<file path="src/rtl/ptp_irq_pkg.sv">
package ptp_irq_pkg;
   // Source index order; status bit n pairs with enable bit n + EN_LSB
   typedef enum logic [3:0] {
      SRC_TIMER   = 4'd0,
      SRC_GPIO_A  = 4'd1,
      SRC_GPIO_B  = 4'd2,
      SRC_HOST_TX = 4'd3,
      SRC_HOST_RX = 4'd4,
      SRC_P1_TX   = 4'd5,
      SRC_P1_RX   = 4'd6,
      SRC_P2_TX   = 4'd7,
      SRC_P2_RX   = 4'd8
   } src_idx_e;

   localparam int unsigned NUM_SOURCES = 9;
   localparam int unsigned WORD_W      = 32;
endpackage

</file>
<file path="src/rtl/ptp_irq_sticky.sv">
module ptp_irq_sticky #(
   parameter int unsigned N = 9
) (
   input  logic         clk,
   input  logic         rst_n,
   input  logic [N-1:0] set_i,
   input  logic [N-1:0] clr_i,
   output logic [N-1:0] sts_o
);
   initial begin : elab_chk
      assert (N >= 1) else $error("ptp_irq_sticky: N must be at least 1");
   end

   for (genvar i = 0; i < N; i++) begin : g_bit
      logic q;
      always_ff @(posedge clk or negedge rst_n) begin
         if (!rst_n)        q <= 1'b0;
         else if (set_i[i]) q <= 1'b1;   // event wins over a clear
         else if (clr_i[i]) q <= 1'b0;
      end
      assign sts_o[i] = q;

      // an event always leaves the bit set
      a_r2_event_sets: assert property (@(posedge clk) disable iff (!rst_n)
         set_i[i] |=> sts_o[i]);
      // a clear without a competing event empties the bit
      a_r3_clear_wins_alone: assert property (@(posedge clk) disable iff (!rst_n)
         clr_i[i] && !set_i[i] |=> !sts_o[i]);
      // set bit survives when a clear meets an event, or when no clear arrives
      a_r4_sticky_hold: assert property (@(posedge clk) disable iff (!rst_n)
         sts_o[i] && (!clr_i[i] || set_i[i]) |=> sts_o[i]);
   end
endmodule

</file>
<file path="src/rtl/ptp_irq_cascade.sv">
module ptp_irq_cascade #(
   parameter int unsigned N       = 9,
   parameter bit          IRQ_REG = 1'b0
) (
   input  logic         clk,
   input  logic         rst_n,
   input  logic [N-1:0] sts_i,
   input  logic [N-1:0] en_i,
   input  logic         top_en_i,
   output logic         casc_o,
   output logic         irq_o
);
   logic irq_d;

   assign casc_o = |(sts_i & en_i);
   assign irq_d  = casc_o & top_en_i;

   if (IRQ_REG) begin : g_irq_flop
      logic irq_q;
      always_ff @(posedge clk or negedge rst_n) begin
         if (!rst_n) irq_q <= 1'b0;
         else        irq_q <= irq_d;
      end
      assign irq_o = irq_q;
   end else begin : g_irq_comb
      assign irq_o = irq_d;
   end
endmodule

</file>
<file path="src/rtl/ptp_evt_irq_agg.sv">
module ptp_evt_irq_agg
   import ptp_irq_pkg::*;
#(
   parameter int unsigned NSRC        = NUM_SOURCES,
   parameter int unsigned DATA_W      = WORD_W,
   parameter int unsigned ADDR_W      = 12,
   parameter int unsigned EN_LSB      = 16,
   parameter int unsigned CASC_BIT    = 29,
   parameter logic [ADDR_W-1:0] EVT_ADDR    = 12'h198,
   parameter logic [ADDR_W-1:0] TOP_STS_ADDR = 12'h058,
   parameter logic [ADDR_W-1:0] TOP_EN_ADDR  = 12'h05C,
   parameter bit          IRQ_REG     = 1'b0
) (
   input  logic              clk,
   input  logic              rst_n,
   input  logic              reg_we,
   input  logic [ADDR_W-1:0] reg_addr,
   input  logic [DATA_W-1:0] reg_wdata,
   output logic [DATA_W-1:0] reg_rdata,
   input  logic [NSRC-1:0]   src_evt,
   output logic              irq_o
);
   localparam int unsigned EN_MSB = EN_LSB + NSRC - 1;

   initial begin : elab_chk
      assert (NSRC <= EN_LSB) else $error("status field overlaps enable field");
      assert (EN_MSB < DATA_W) else $error("enable field exceeds word");
      assert (CASC_BIT < DATA_W) else $error("cascade bit exceeds word");
      assert (EVT_ADDR != TOP_STS_ADDR && EVT_ADDR != TOP_EN_ADDR &&
              TOP_STS_ADDR != TOP_EN_ADDR) else $error("address clash");
   end

   logic            wr_evt, wr_top_en;
   logic [NSRC-1:0] clr_req, sts, en_q;
   logic            top_en_q, casc;
   logic            unused_wdata;

   assign wr_evt    = reg_we && (reg_addr == EVT_ADDR);
   assign wr_top_en = reg_we && (reg_addr == TOP_EN_ADDR);
   assign clr_req   = wr_evt ? reg_wdata[NSRC-1:0] : '0;
   assign unused_wdata = ^reg_wdata;

   ptp_irq_sticky #(.N(NSRC)) u_sticky (
      .clk   (clk),
      .rst_n (rst_n),
      .set_i (src_evt),
      .clr_i (clr_req),
      .sts_o (sts)
   );

   always_ff @(posedge clk or negedge rst_n) begin
      if (!rst_n) begin
         en_q     <= '0;
         top_en_q <= 1'b0;
      end else begin
         if (wr_evt)    en_q     <= reg_wdata[EN_MSB:EN_LSB];
         if (wr_top_en) top_en_q <= reg_wdata[CASC_BIT];
      end
   end

   ptp_irq_cascade #(.N(NSRC), .IRQ_REG(IRQ_REG)) u_casc (
      .clk      (clk),
      .rst_n    (rst_n),
      .sts_i    (sts),
      .en_i     (en_q),
      .top_en_i (top_en_q),
      .casc_o   (casc),
      .irq_o    (irq_o)
   );

   always_comb begin
      reg_rdata = '0;
      if (reg_addr == EVT_ADDR) begin
         reg_rdata[NSRC-1:0]     = sts;
         reg_rdata[EN_MSB:EN_LSB] = en_q;
      end else if (reg_addr == TOP_STS_ADDR) begin
         reg_rdata[CASC_BIT] = casc;
      end else if (reg_addr == TOP_EN_ADDR) begin
         reg_rdata[CASC_BIT] = top_en_q;
      end
   end

   // an event-word write loads the enables
   a_r5_enable_load: assert property (@(posedge clk) disable iff (!rst_n)
      wr_evt |=> en_q == $past(reg_wdata[EN_MSB:EN_LSB]));
   // with no event and no event-word write the cascade cannot rise
   a_r7_no_spurious_casc: assert property (@(posedge clk) disable iff (!rst_n)
      !casc && !(|src_evt) && !wr_evt |=> !casc);

   if (!IRQ_REG) begin : g_irq_chk
      // dropping the top-level enable silences the line
      a_r8_top_gate: assert property (@(posedge clk) disable iff (!rst_n)
         wr_top_en && !reg_wdata[CASC_BIT] |=> !irq_o);
   end
endmodule

</file>
<file path="config.mk">
export PLATFORM = sky130hd
export DESIGN_NAME = ptp_evt_irq_agg
export DESIGN_NICKNAME = d
export VERILOG_FILES = /design/src/rtl/ptp_irq_pkg.sv /design/src/rtl/ptp_irq_sticky.sv /design/src/rtl/ptp_irq_cascade.sv /design/src/rtl/ptp_evt_irq_agg.sv
export SDC_FILE = /design/constraint.sdc
export NUM_CORES = 1
export LEC_CHECK = 0
export BUFFER_PORTS_ARGS = -buffer_cell sky130_fd_sc_hd__clkbuf_2
export CELL_PAD_IN_SITES_DETAIL_PLACEMENT = 2
export CELL_PAD_IN_SITES_GLOBAL_PLACEMENT = 2
export CORE_AREA = 2 2 74 76
export CTS_CLUSTER_SIZE = 24
export DETAILED_ROUTE_END_ITERATION = 6
export DIE_AREA = 0 0 76 78
export PLACE_DENSITY_LB_ADDON = 0.1
export SETUP_SLACK_MARGIN = 0.2
export SLEW_MARGIN = 10
export SYNTH_ARGS = -nofsm -noshare
export SYNTH_HDL_FRONTEND = slang
export SYNTH_SLANG_ARGS = --single-unit
</file>
<file path="constraint.sdc">
create_clock -name clk -period 2.7 [get_ports clk]
set_clock_uncertainty 0.15 [all_clocks]
set_input_delay 0.135 -clock clk [delete_from_list [all_inputs] [get_ports clk]]
set_output_delay 0.135 -clock clk [all_outputs]
set_load 0.1 [all_outputs]
</file>
==> metrics.cfg <==
[logic_synthesis]
ys_seq_area_frac=0.432
synth-main-ff-cell=dfrtp_1
synth-seq-cells=19
yosys_warnings=0
syn_inst=108
netlist-cell-type-count=22
yosysTopAreaCell=dfrtp_1
async_reset_ff_frac=1.00
netlist_area_mm2=0.00110
synth-edff-count=0
synth_top_cell_area_share=0.432
syn_area_per_cell_um2=10.2
yosysMostFrequentCell=and2_1
synth_area_leaders=dfrtp_1, and2_1, buf_4
synthTopCellsByCount=and2_1, dfrtp_1, buf_4

[setup_path]
required_ps=2410
slowest_delay_ps=400
ff2ff_path_depth=3
critPathTopFamily=compound AO/OA/AOI/OAI gates
critPathSlowestCell=dfrtp_1
end_kind=output port
cp_max_fo=3
regToRegStartpoint=u_sticky.g_bit[6].q$_DFFE_PN0P_
worstSetupPathType=reg2out
r2r-end=u_sticky.g_bit[6].q$_DFFE_PN0P_
path_buf_inv=1
r2r_slack_ps=1280
path_cells=a222oi_1 -> nand4_1 -> o2111a_1 -> clkbuf_2
arrival_ps=1940
start_kind=flip-flop

[drt]
avgRoutedWirePerCell_um=13.6
via_count=1117
drc_errors=0
dr_wl_met2_um=2020
met1_length_um=1390
wirelength_um=3700
antenna_left=0
via_per_inst=4.11
wl_met3_um=275
dr.pass1.iters=4
drtIter0Drc=12
dr.max_layer_used=met4

[floorplanning]
rows=26
die_y_um=78
core_mm2=0.00504
die_area_mm2=0.00593
initial_core_util=0.218
die_w_um=76
boundaryPins=89

[grt]
grt_max_degree=20
grt.overflow.total=0
grt_pass1_vias=1272
antenna_found_initial=0
globalRouteTotalUtil=0.132
grt_pass1_wl_um=6310

[cells_and_area]
area_delta_synth_final_pct=86.5
drive_above_1_share=0.381
multi_input_area_um2=519
seq_area_um2=475
antennaDiodeCount=0
finalNetCount=259
final.fill_count=565
final_core_util=0.407

[sta]
finalSetupViolCount=0
finalHoldViolCount=0
maxSlewViolCount=0
relSlewSlack=0.638
worst_slew_pin_slew_ps=545
fin_crit_ps=2230
post-route-period-util=0.826
rsz0062_at_grt=no
tns_ps=0
fmax_ghz=0.448

[status]
status=completed

[cts]
clk_pin_slew_ps=70
h-tree-depth=1
cts_sinks=19
cts_setup_buffers=0
cts_max_path_buffers=2
cts_tree=yes
cts_buffers=3
root_buffer=clkbuf_8
clk_latency_ps=250
cts_resized=0

[power_and_ir_drop]
power.density_mw_per_mm2=312
ir_drop_v=0.000164
leakagePower_uw=0.000947

[placed_design]
hpwl_um=2800
gp_congestion=0.679
place.port_buffers=62

[job]
max_cap_viol_count=0

[hold_path]
hold_path.class=in2async

==> area by class of cell <==
cell class | instances | area share
inverters | 10 | 0.0183
repair buffers | 93 | 0.432
well taps | 70 | 0.0427
flip-flops and latches | 19 | 0.232
clock buffers | 4 | 0.0220
multi-input cells | 76 | 0.253
==> how the worst max path moves through the flow <==
stage	startpoint	end	cells after the start
3_3_place_gp	u_sticky.g_bit[6].q$_DFFE_PN0P_	reg_rdata[29]	4
5_1_grt	u_sticky.g_bit[6].q$_DFFE_PN0P_	reg_rdata[29]	4
2_1_floorplan	reg_addr[9]	reg_rdata[16]	4
6_report	u_sticky.g_bit[6].q$_DFFE_PN0P_	reg_rdata[29]	4
3_5_place_dp	u_sticky.g_bit[6].q$_DFFE_PN0P_	reg_rdata[29]	4
4_1_cts	u_sticky.g_bit[6].q$_DFFE_PN0P_	reg_rdata[29]	4
==> routing by layer <==
layer | vias to the layer above | global-route usage
li1 | 532 | -
met1 | 540 | 0.144
met2 | 43 | 0.252
met3 | 2 | 0.0407
met5 | - | 0
met4 | 0 | 0.0273
==> sequential cells by signal, summed over array words and instances (netlist names) <==
name,cells
top_en_q,1
u_sticky.g_bit.q,9
en_q,9
==> cells in the final DEF, fill, tap and decap left out, drive strengths merged <==
cell         netlist  final
clkbuf             1     48
dlygate4sd3        0     29
and2              20     20
buf               14     20
dfrtp             19     19
conb               1     13
nor2              10     10
inv               10     10
mux2              10     10
a31oi              9      9
a22oi              3      3
nand4bb            2      2
or4                1      1
nor3               1      1
a222oi             1      1
nand4              1      1
nor3b              1      1
nand2b             1      1
o2111a             1      1
nor4               1      1
nor4bb             1      1
==> per-stage QoR <==
step	std cells	cell area (µm²)	worst slack, ps	hold slack (ps)	power [µW]
after floorplan	120	1140	458	-311	394
after global placement	239	1720	756	-18.4	418
after detailed placement	239	1720	688	-10.2	421
after CTS	272	2050	389	246	650
after global routing	272	2050	336	264	669
final	272	2050	470	235	639
==> kinds of logic after synthesis <==
| logic type | synth area share |
|---|---|
| AOI/OAI and AO/OA | 0.0910 |
| buffers and inverters | 0.137 |
| DFF | 0.432 |
| muxes | 0.102 |
| other | 0.00341 |
| and+or+nand+nor | 0.234 |
==> where the power goes <==
part / total, µW / switching, µW / internal (µW)
sequential: 285 / 0.458 / 285
combinational: 153 / 107 / 45.9
clock: 201 / 95.7 / 105
==> repair_timing <==
action,4_1_cts,5_1_grt
setup endpoints to repair,0,0
hold buffers,29,0
endpoints found under the hold margin,38,0
No activity file was read; power rests on OpenSTA's default activity.
